## src/rtl/dpwm_pkg.sv

```systemverilog
package dpwm_pkg;
   localparam int FRAME_W   = 2;
   localparam int FRAME_LEN = 1 << FRAME_W;

   typedef logic [FRAME_W-1:0] slot_t;

   typedef enum logic {
      PAT_CLUSTER = 1'b0,
      PAT_SPREAD  = 1'b1
   } dither_pat_e;
endpackage

```

## src/rtl/dpwm_period_ctr.sv

```systemverilog
module dpwm_period_ctr #(
   parameter int CNT_W = 6
) (
   input  logic             clk,
   input  logic             rst_n,
   input  logic             run,
   output logic [CNT_W-1:0] cnt,
   output logic             wrap
);
   localparam logic [CNT_W-1:0] CNT_MAX = '1;

   always_ff @(posedge clk or negedge rst_n) begin
      if (!rst_n)
         cnt <= '0;
      else if (!run)
         cnt <= '0;
      else
         cnt <= cnt + CNT_W'(1);
   end

   assign wrap = run && (cnt == CNT_MAX);
endmodule

```

## src/rtl/dpwm_frame_seq.sv

```systemverilog
module dpwm_frame_seq
   import dpwm_pkg::*;
#(
   parameter int CNT_W = 6
) (
   input  logic             clk,
   input  logic             rst_n,
   input  logic             en,
   input  logic             wrap,
   input  logic [CNT_W+1:0] duty,
   input  logic             mode,
   output logic             running,
   output slot_t            slot,
   output logic             latch_now,
   output logic [CNT_W-1:0] coarse_q,
   output logic [1:0]       frac_q,
   output dither_pat_e      pat_q
);
   localparam slot_t SLOT_LAST = slot_t'(FRAME_LEN - 1);

   logic frame_end;

   assign frame_end = running && wrap && (slot == SLOT_LAST);
   assign latch_now = en && (!running || frame_end);

   always_ff @(posedge clk or negedge rst_n) begin
      if (!rst_n) begin
         running <= 1'b0;
         slot    <= '0;
      end else if (!en) begin
         running <= 1'b0;
         slot    <= '0;
      end else if (!running) begin
         running <= 1'b1;
         slot    <= '0;
      end else if (wrap) begin
         slot    <= slot + slot_t'(1);
      end
   end

   always_ff @(posedge clk or negedge rst_n) begin
      if (!rst_n) begin
         coarse_q <= '0;
         frac_q   <= '0;
         pat_q    <= PAT_CLUSTER;
      end else if (latch_now) begin
         coarse_q <= duty[CNT_W+1:2];
         frac_q   <= duty[1:0];
         pat_q    <= dither_pat_e'(mode);
      end
   end
endmodule

```

## src/rtl/dpwm_dither_code.sv

```systemverilog
module dpwm_dither_code
   import dpwm_pkg::*;
#(
   parameter int CNT_W = 6
) (
   input  logic [CNT_W-1:0] coarse,
   input  logic [1:0]       frac,
   input  slot_t            slot,
   input  dither_pat_e      pat,
   output logic [CNT_W-1:0] code
);
   slot_t slot_rev;
   slot_t rank;
   logic  bump;
   logic  at_top;

   for (genvar i = 0; i < FRAME_W; i++) begin : g_rev
      assign slot_rev[i] = slot[FRAME_W-1-i];
   end

   assign rank   = (pat == PAT_SPREAD) ? slot_rev : slot;
   assign bump   = (rank < frac);
   assign at_top = &coarse;

   always_comb begin
      if (bump && !at_top)
         code = coarse + CNT_W'(1);
      else
         code = coarse;
   end
endmodule

```

## src/rtl/dpwm_dither.sv

```systemverilog
module dpwm_dither
   import dpwm_pkg::*;
#(
   parameter int CNT_W = 6
) (
   input  logic             clk,
   input  logic             rst_n,
   input  logic             en,
   input  logic             mode,
   input  logic [CNT_W+1:0] duty,
   output logic             pwm,
   output logic             period_start
);
   if (CNT_W < 2 || CNT_W > 16) begin : g_bad_width
      $error("dpwm_dither: CNT_W must lie in 2..16");
   end

   logic             running;
   logic             wrap;
   logic             latch_now;
   logic [CNT_W-1:0] cnt;
   logic [CNT_W-1:0] coarse_q;
   logic [1:0]       frac_q;
   dither_pat_e      pat_q;
   slot_t            slot;
   logic [CNT_W-1:0] code;

   dpwm_period_ctr #(.CNT_W(CNT_W)) u_ctr (
      .clk   (clk),
      .rst_n (rst_n),
      .run   (running),
      .cnt   (cnt),
      .wrap  (wrap)
   );

   dpwm_frame_seq #(.CNT_W(CNT_W)) u_seq (
      .clk       (clk),
      .rst_n     (rst_n),
      .en        (en),
      .wrap      (wrap),
      .duty      (duty),
      .mode      (mode),
      .running   (running),
      .slot      (slot),
      .latch_now (latch_now),
      .coarse_q  (coarse_q),
      .frac_q    (frac_q),
      .pat_q     (pat_q)
   );

   dpwm_dither_code #(.CNT_W(CNT_W)) u_code (
      .coarse (coarse_q),
      .frac   (frac_q),
      .slot   (slot),
      .pat    (pat_q),
      .code   (code)
   );

   assign pwm          = running && (cnt < code);
   assign period_start = running && (cnt == '0);
endmodule

```

## config.mk

```make
export PLATFORM = sky130hd
export DESIGN_NAME = dpwm_dither
export DESIGN_NICKNAME = d
export VERILOG_FILES = /design/src/rtl/dpwm_pkg.sv /design/src/rtl/dpwm_period_ctr.sv /design/src/rtl/dpwm_frame_seq.sv /design/src/rtl/dpwm_dither_code.sv /design/src/rtl/dpwm_dither.sv
export SDC_FILE = /design/constraint.sdc
export NUM_CORES = 1
export LEC_CHECK = 0
export ABC_AREA = 0
export ABC_CLOCK_PERIOD_IN_PS = 4500
export BUFFER_PORTS_ARGS = -buffer_cell sky130_fd_sc_hd__buf_4
export CAP_MARGIN = 30
export CORE_MARGIN = 1
export CORE_UTILIZATION = 54
export CTS_CLUSTER_SIZE = 14
export DETAILED_ROUTE_END_ITERATION = 10
export PLACE_DENSITY = 0.75
export RECOVER_POWER = 100
export SYNTH_ARGS = -nofsm -noshare
export SYNTH_HDL_FRONTEND = slang
export SYNTH_SLANG_ARGS = --single-unit
```

## constraint.sdc

```tcl
create_clock -name clk -period 4.5 [get_ports clk]
set_clock_uncertainty 0.2 [all_clocks]
set_input_delay 0.45 -clock clk [delete_from_list [all_inputs] [get_ports clk]]
set_output_delay 0.45 -clock clk [all_outputs]
set_load 0.05 [all_outputs]
```

==> run metrics, run 1 <==
Overall Global Routing Usage 0.193; I/O pin count 14; area share of the largest cell type after synthesis 0.384; detailed-route via count just over 800; row cnt 16; static leakage ~0.58 nW; Pre-Repair DR Iteration Count 3; Die X-Extent 48.6 microns; share of cells above drive strength 1 0.146; area grow syn2layout 8.43%; synth warn 0; total wire length roughly 2.0 mm; maximum ir drop on the vdd rail 0.000179 V; diodes inserted 0; Synth Area in Compound Gates 0.0993; clk buf depth 2; Max Cap Violations 0; clock slew seen by the registers of the worst setup and hold paths around 0.11 ns; largest fanout on the critical path 5; register bit total from synthesis 18; EDFF count, synth 0; htree depth 1; proportion of synthesized area in mux cells 0.142; main combinational cell family by area after synthesis simple AND/OR/NAND/NOR gates; clock tree root driver cell clkbuf_4; delay-heaviest family, CP compound AO/OA/AOI/OAI gates; total CTS buffers 3; XOR/XNOR Fraction of Synth Area 0.0598; Synth area leaders dfrtp_1, mux2_4, ha_1; setup TNS 0 ns; RSZ-0062 raised after global routing no; Final Max Slew Viols 0; Required @ worst endpoint 3.85 ns; postcts setup bufs 0; Clock Latency Late Sink 0.29 ns; Starting Density 0.586; final global-route overflow total 0; antenna violations before repair 0; Final #Nets 146; Async SR Flop Fraction 1.00; Remaining DRCs 0; slowest stage delay, CP 0.48 ns; Yosys top cell by area dfrtp_1; Top FF cell, synth dfrtp_1; crit path launch type flop; post-cts resize count 0; status complete, no violations; Seq/Total Area, Yosys 0.384; Final Hold Viols 0; FMAX between 200 and 300 MHz; First DRT Iteration DRCs 6; Critical Path Slowest Stage Cell clkbuf_1; # setup viols final 0; largest net degree at the start of global routing 19; Least-Margin Pin Slew 0.984 ns; hold buffer count at cts 1; Post-Synth Simple-Gate Area 0.186; vias per cell approximately 5.4; Crit. End Element output pin; Hold Path Class in2reg; average wire per standard cell around 13 microns; HPWL after detailed placement roughly 1.5 mm; Max-slew headroom 0.344; critical path type reg2out; IO Port Bufs 13; Final ANT Viol Nets 0; power density over the cells about 300 mW/mm^2; die height between 40 and 50 microns; GPL Wtd Cong just over 0.8; cell count after synthesis about 110; Synth cell types 34; Most common cell on crit path ha_1; Mean Syn Cell Area 11.1 sq um; global-route wire length before repair between 3 and 4 mm; Adder-Cell Fraction of Synth Area 0.107; clk sinks 18; CP arrival approximately 3.3 ns; CP cell instances mux2_2, ha_1, inv_1, a21oi_1, nor3_1, xnor2_1, ha_1, a21o_1, nand2_1, nand4_1, o21ai_0, clkbuf_1; full die area between 0.002 and 0.0025 sq mm; Core ar. 0.00200 sq mm; TritonCTS clock tree done; vias in the first global route 760; total power 0.389 mW; period utilization 0.871; Bufs and invs on worst path 2; mapped cell area approximately 0.0012 sq mm; Post-Syn Nets around 130; Period minus WS final about 4 ns
final timing paths:
path | from | end | slack (ns) | cells past startpoint
worst max-delay path | u_seq.pat_q | pwm | 0.58 | 12
worst min-delay path | en | u_seq.running | 0.11 | 1
worst max register to register | u_ctr.cnt[0] | u_seq.frac_q[0] | 2.30 | 5
worst min register to register | u_seq.frac_q[1] | u_seq.frac_q[1] | 0.33 | 1
max in group asynchronous | rst_n | u_seq.slot[0] | 2.89 | 2
min in group asynchronous | rst_n | u_seq.frac_q[0] | 0.62 | 2
state kept, by name, summed over array words and instances, names as in the netlist:
name            flops
u_ctr.cnt           6
u_seq.coarse_q      6
u_seq.frac_q        2
u_seq.slot          2
u_seq.pat_q         1
u_seq.running       1
cell usage in the layout (no fill, tap or decap), drive strengths merged, types with 6 or more instances in the layout:
cell and instances:
clkbuf 8, inv 6, ha 10, nand3 6
mux2 10, nor2 6, buf 9, nand2 8
xnor2 7, dfrtp 18
area by class of cell:
class | instances | area, sq um
fillers | 178 | 731
multi-input cells | 81 | 636
flip-flops and latches | 18 | 450
repair buffers | 14 | 92.6
clock buffers | 4 | 36.3
well taps | 27 | 33.8
inverters | 6 | 22.5
worst reg2reg max path: stages (launching register included):
cell     delay (ns)
dfrtp_1        0.46
ha_1           0.22
nand3_1        0.19
o31ai_1        0.30
nand2_1        0.31
mux2_1         0.42
synth_stat cells, drive strengths merged (2+ instances only):
library cell / count
dfrtp: 18
ha: 10
mux2: 10
nand2: 8
xnor2: 7
inv: 6
nand3: 6
nor2: 6
and2: 4
nor3: 4
a211oi: 2
a21o: 2
mux2i: 2
nor2b: 2
nor3b: 2
o21a: 2
stage by stage:
stage | std cells | cell area [sq um] | setup slack [ns] | utilization | hold slack [ns]
floorplan | 106 | 1170 | 0.604 | - | -0.0456
global placement | 145 | 1300 | 1.25 | 0.649 | 0.131
finish | 150 | 1270 | 0.579 | 0.635 | 0.110
global route | 150 | 1270 | 0.386 | 0.635 | 0.100
CTS | 150 | 1350 | 0.805 | 0.673 | 0.0980
detailed placement | 145 | 1300 | 1.16 | 0.649 | 0.135
metal layers:
| metal | wire (microns) | GRT usage |
|---|---|---|
| met2 | 953 | 0.326 |
| met4 | 19 | 0.0588 |
| met3 | 46 | 0.0377 |
| met1 | 956 | 0.251 |
| met5 | 0 | 0 |
cell families (layout without fill, tap and decap cells):
kind of cell               Yosys count  after routing
buffers and inverters                7             24
AOI/OAI and AO/OA                   14             14
adders and majority gates           10             10
xor gates and xnor gates             8              8
muxes                               12             12
DFF                                 18             18
and+or+nand+nor                     37             37
where the power goes:
group | leakage, nW | internal [mW] | total, mW | switching (mW)
sequential | 0.226 | 0.176 | 0.194 | 0.0183
clock | 0.0210 | 0.0493 | 0.100 | 0.0510
combinational | 0.329 | 0.0453 | 0.0938 | 0.0485
(Power assumes the default switching activity.)
==> inputs of run 2 (changes only) <==
--- a/config.mk
+++ b/config.mk
@@ -13,6 +13,7 @@
 export CORE_UTILIZATION = 54
 export CTS_CLUSTER_SIZE = 14
 export DETAILED_ROUTE_END_ITERATION = 10
+export GPL_TIMING_DRIVEN = 0
 export PLACE_DENSITY = 0.75
 export RECOVER_POWER = 100
 export SYNTH_ARGS = -nofsm -noshare
==> run 2 against run 1 <==
  * Register-to-register slack worse by 0.02 ns
  * Highest routed layer unchanged
  * First-iteration DRC count is 17% lower
  * Critical endpoint unchanged
  * Clock power hardly changed
  * Critical path depth stayed put
  * Sequential power hardly changed
  * Via count is 0.37% lower
  * Core utilization is 0.19 points higher
==> run metrics, run 2 (synthesis results as in run 1) <==
status complete, no violations; First DRT Iteration DRCs 5 (-1); clk sinks 18 (unchanged); clock slew seen by the registers of the worst setup and hold paths 0.10 ns (about the same); net load switching power 0.115 mW (-2.1%); total CTS buffers 3 (unchanged); detailed-route via count 810 (-0.37%); share of cells above drive strength 1 0.145 (-0.00118); Int Pwr 0.271 mW (about the same); total power 0.386 mW (-0.61%); commonest non-fill, non-tap cell in the layout dfrtp_1; period utilization 0.881 (+0.00929); leading cell types in the layout, fill and taps excluded dfrtp_1, ha_1, buf_4; hold path startpoint en; register share of total power 0.501 (about the same); Final Max Slew Viols 0 (unchanged); critical path type reg2out; clk buf depth 2 (unchanged); Final #Nets 147 (+0.68%); GPL Wtd Cong 0.820 (+1.2%); maximum ir drop on the vdd rail 0.000219 V (+23%); area grow syn2layout 8.75%; Remaining DRCs 0 (unchanged); R2R depth 5 (unchanged); row cnt 16 (unchanged); diodes inserted 0 (unchanged); IO Port Bufs 13 (unchanged); Net Sw Frac 0.299 (-0.00442); Period minus WS final 3.96 ns (+0.0418 ns); Clock power frac 0.254 (-0.004); Hold Path Class in2reg; Worst Hold Path EP u_seq.running; R2R Path End u_seq.frac_q[0]; DP Area 0.00130 sq mm (+0.29%); FMAX 252 MHz (-1.1%); Die X-Extent 48.6 microns (unchanged); I/O pin count 14 (unchanged); crit path launch type flop; vias in the first global route 762 (+0.26%); global-route wire length before repair 3.46 mm (-0.20%); Max Cap Violations 0 (unchanged); Final Hold Viols 0 (unchanged); Top Registers u_ctr.cnt x6, u_seq.coarse_q x6; Pre-Repair DR Iteration Count 4 (+1); Post-Layout Inst Area 0.00127 sq mm (+0.29%); full die area 0.00236 sq mm (unchanged); htree depth 1 (unchanged); hold depth 1 (unchanged); HPWL after detailed placement 1.47 mm (-2.1%); Overall Global Routing Usage 0.190 (-0.00374); Clock Latency Late Sink 0.29 ns (about the same); DP Worst Slack 1.11 ns (-0.0571 ns); # setup viols final 0 (unchanged); Crit. End Element output pin; Core ar. 0.00200 sq mm (unchanged); RSZ-0062 raised after global routing no; largest fanout on the critical path 5 (unchanged); worst hold slack 0.106 ns (-0.00411 ns); total wire length 1.91 mm (-3.2%); Final ANT Viol Nets 0 (unchanged); TritonCTS clock tree done; Least-Margin Pin Slew 0.953 ns (-0.0306 ns); setup TNS 0 ns (unchanged); post-cts resize count 0 (unchanged); static leakage 0.577 nW (about the same); vias per cell 5.36 (-1.0%); largest net degree at the start of global routing 19 (unchanged); Final WS setup 0.538 ns (-0.0418 ns); final global-route overflow total 0 (unchanged); CP arrival 3.31 ns (+0.04 ns); power density over the cells 303 mW/mm^2 (-0.90%); Reg2Reg Setup Slack 2.28 ns (-0.02 ns); Max-slew headroom 0.365 (+0.0204); combinational share of power 0.245 (+0.004); number of fill cells in the layout 185 (+3.9%); die height 48.6 microns (unchanged); average wire per standard cell 12.7 microns (-3.8%); Required @ worst endpoint 3.85 ns (about the same); Starting Density 0.586 (unchanged); clock tree root driver cell clkbuf_4; antenna violations before repair 0 (unchanged); reg-to-reg startpoint u_ctr.cnt[0]
run 2: cell types whose count changed in the layout (fill, tap and decap cells not counted):
| cell | change |
|---|---|
| and2_1 | -1 |
| and2_0 | +1 |
| clkbuf_1 | +1 |
run 2: power by group through the flow:
stage                     Sequential [mW]  Clock [mW]  Combinational [mW]
after floorplan                     0.193           0              0.0819
after global placement              0.197           0               0.106
after detailed placement            0.198           0               0.108
after CTS                           0.195       0.103               0.109
after global routing                0.197       0.110               0.106
final                               0.194      0.0982              0.0945
run 2: critical path: stages (launching register included):
cell and delay [ns]:
dfrtp_1 0.40, mux2_2 0.34, ha_1 0.27, inv_1 0.05, a21oi_1 0.36, nor3_1 0.13, xnor2_1 0.15, ha_1 0.29
a21o_1 0.18, nand2_1 0.08, nand4_1 0.09, o21ai_0 0.19, clkbuf_1 0.49
run 2: worst max-delay path by stage:
stage,startpoint,endpoint,slack [ns],depth (start not counted)
final,u_seq.pat_q,pwm,0.54,12
after floorplan,u_seq.pat_q,pwm,0.60,11
after global routing,u_seq.pat_q,pwm,0.28,12
after global placement,u_seq.pat_q,pwm,1.20,12
after detailed placement,u_seq.pat_q,pwm,1.11,12
after CTS,u_seq.pat_q,pwm,0.75,12
run 2: final cells by class:
cell class / count / area (sq um) / share of cell area
sequential: 18 / 450 / 0.353
clock buffer: 4 / 36.3 / 0.0285
inverter: 6 / 22.5 / 0.0177
multi-input combinational: 81 / 636 / 0.499
buffer: 1 / 3.75 / 0.00294
tap: 27 / 33.8 / 0.0265
timing repair buffer: 14 / 92.6 / 0.0726
run 2: what timing repair did:
action	in CTS	in global routing
hold buffers	1	0
setup endpoints to repair	0	0
endpoints found under the hold margin	18	0
buffers inserted	0	0
run 2: layer usage:
layer | GRT usage | up-vias | wire length (microns)
met5 | 0 | - | 0
met4 | 0.0588 | 0 | 17
met3 | 0.0283 | 2 | 34
met2 | 0.310 | 13 | 909
met1 | 0.259 | 384 | 952
li1 | - | 411 | -
run 2: through the flow:
stage                      util  instances
after floorplan               -        106
after global placement    0.651        146
after detailed placement  0.651        146
after CTS                 0.674        151
after global routing      0.637        151
final                     0.637        151
==> inputs of run 3 (changes only) <==
--- a/config.mk
+++ b/config.mk
@@ -7,14 +7,14 @@
 export LEC_CHECK = 0
 export ABC_AREA = 0
 export ABC_CLOCK_PERIOD_IN_PS = 4500
-export BUFFER_PORTS_ARGS = -buffer_cell sky130_fd_sc_hd__buf_4
 export CAP_MARGIN = 30
 export CORE_MARGIN = 1
 export CORE_UTILIZATION = 54
 export CTS_CLUSTER_SIZE = 14
 export DETAILED_ROUTE_END_ITERATION = 10
+export DONT_BUFFER_PORTS = 1
 export GPL_TIMING_DRIVEN = 0
-export PLACE_DENSITY = 0.75
+export PLACE_DENSITY = 0.69
 export RECOVER_POWER = 100
 export SYNTH_ARGS = -nofsm -noshare
 export SYNTH_HDL_FRONTEND = slang
==> run 3 against run 2 <==
  * The run now ends with capacitance limit, slew limit left
  * Largest power group unchanged
  * Sequential power about the same
  * First-iteration DRC count rose by 40%
  * Critical path type unchanged
  * Hold slack worse by 0.054 ns
==> run metrics, run 3 (synthesis results as in run 1) <==
TritonCTS clock tree done; Pre-Repair DR Iteration Count 4 (unchanged); Core ar. 0.00200 sq mm (unchanged); full die area 0.00236 sq mm (unchanged); CP arrival 3.44 ns (+0.13 ns); First DRT Iteration DRCs 7 (+2); Max Cap Violations 1 (+1); RSZ-0062 raised after global routing no; Final Max Slew Viols 1 (+1); detailed-route via count 778 (-4.0%); Reg2Reg Setup Slack 2.33 ns (+0.05 ns); number of fill cells in the layout 182 (-1.6%); critical path type reg2out; period utilization 0.910 (+0.0292); # setup viols final 0 (unchanged); htree depth 1 (unchanged); Top Registers u_ctr.cnt x6, u_seq.coarse_q x6; Int Pwr 0.266 mW (-1.8%); Net Sw Frac 0.310 (+0.0116); register share of total power 0.501 (about the same); R2R depth 5 (unchanged); final global-route overflow total 0 (unchanged); total CTS buffers 3 (unchanged); clock slew seen by the registers of the worst setup and hold paths 0.10 ns (about the same); IO Port Bufs 0 (-13); net load switching power 0.120 mW (+3.7%); Remaining DRCs 0 (unchanged); Final ANT Viol Nets 0 (unchanged); reg-to-reg startpoint u_ctr.cnt[0]; largest net degree at the start of global routing 19 (unchanged); Starting Density 0.586 (unchanged); clk buf depth 2 (unchanged); global-route wire length before repair 3.43 mm (-0.98%); power density over the cells 321 mW/mm^2 (+5.9%); vias in the first global route 742 (-2.6%); Bufs and invs on worst path 1 (-1); R2R Path End u_seq.coarse_q[3]; antenna violations before repair 0 (unchanged); clk sinks 18 (unchanged); Overall Global Routing Usage 0.196 (+0.00641); crit path launch type flop; status complete, but fails checks; Least-Margin Pin Slew 1.53 ns (+0.579 ns); setup TNS 0 ns (unchanged); HPWL after detailed placement 1.48 mm (+0.71%); hold depth 1 (unchanged); commonest non-fill, non-tap cell in the layout dfrtp_1; Period minus WS final 4.09 ns (+0.132 ns); average wire per standard cell 14.3 microns (+13%); Clock power frac 0.267 (+0.013); Clock Latency Late Sink 0.30 ns (about the same); Required @ worst endpoint 3.85 ns (about the same); CP cell instances mux2_2, ha_1, inv_1, a21oi_1, nor3_1, xnor2_1, ha_1, a21o_1, nand2_1, nand4_1, o21ai_1; area grow syn2layout 2.56%; post-route core utilization 0.601 (-0.0363); Die X-Extent 48.6 microns (unchanged); Register Area 450 sq um (unchanged); Hold Path Class in2reg; leading cell types in the layout, fill and taps excluded dfrtp_1, ha_1, nand2_1; FMAX 244 MHz (-3.2%); diodes inserted 0 (unchanged); clock tree root driver cell clkbuf_4; largest fanout on the critical path 5 (unchanged); share of cells above drive strength 1 0.0804 (-0.0648); failing checks capacitance limit, slew limit; Final Hold Viols 0 (unchanged); Final #Nets 135 (-8.2%); I/O pin count 14 (unchanged); Crit. End Element output pin; GPL Wtd Cong 0.798 (-2.6%); post-cts resize count 0 (unchanged); row cnt 16 (unchanged); area of the multi-input gates 636 sq um (unchanged); vias per cell 5.60 (+4.3%); Max-slew headroom -0.0232 (-0.388); delay-heaviest family, CP compound AO/OA/AOI/OAI gates; combinational share of power 0.233 (-0.012); die height 48.6 microns (unchanged); total wire length 1.98 mm (+3.7%); static leakage 0.533 nW (-7.6%); Critical Path Slowest Stage Cell o21ai_1; Most common cell on crit path ha_1; hold path startpoint en; maximum ir drop on the vdd rail 0.000273 V (+25%); slowest stage delay, CP 0.77 ns (+0.28 ns); Worst Hold Path EP u_seq.slot[0]
run 3: cell type report:
type / instances / area share
plain buffers: 1 / 0.00312
flip-flops and latches: 18 / 0.375
multi-input cells: 81 / 0.529
inverters: 6 / 0.0187
well taps: 27 / 0.0281
clock buffers: 4 / 0.0302
repair buffers: 2 / 0.0166
run 3: per-layer routing:
| metal | vias up | global-route usage | share of wire |
|---|---|---|---|
| met5 | - | 0 | 0 |
| met4 | 0 | 0.0588 | 0.012 |
| met3 | 4 | 0.0723 | 0.044 |
| met2 | 12 | 0.308 | 0.48 |
| met1 | 374 | 0.253 | 0.46 |
| li1 | 388 | - | - |
run 3: timing repair:
action	CTS	global route
endpoints found under the hold margin	19	0
setup buffers	0	0
hold buffers	2	0
run 3: how the worst max path moves through the flow:
stage | startpoint | end | slack [ns] | cells after the start
floorplan | u_seq.pat_q | pwm | 0.60 | 11
global placement | u_seq.pat_q | pwm | 0.41 | 11
detailed placement | u_seq.pat_q | pwm | 0.77 | 11
CTS | u_seq.pat_q | pwm | 0.40 | 11
global route | u_seq.pat_q | pwm | 0.24 | 11
finish | u_seq.pat_q | pwm | 0.41 | 11
run 3: power by group through the flow:
stage                     logic (mW)  clock network, mW  registers [mW]
after floorplan               0.0819                  0           0.193
after global placement        0.0910                  0           0.197
after detailed placement      0.0940                  0           0.197
after CTS                      0.100              0.106           0.194
after global routing           0.101              0.113           0.195
final                         0.0897              0.103           0.193
run 3: stage by stage:
step | power [mW] | hold WS [ns] | cell area (sq um) | setup slack [ns] | cells
floorplan | 0.275 | -0.0456 | 1170 | 0.604 | 106
finish | 0.386 | 0.0517 | 1200 | 0.406 | 139
CTS | 0.401 | 0.0438 | 1270 | 0.403 | 139
global route | 0.410 | 0.0292 | 1200 | 0.244 | 139
detailed placement | 0.291 | -0.0452 | 1210 | 0.772 | 133
global placement | 0.288 | -0.0451 | 1210 | 0.409 | 133
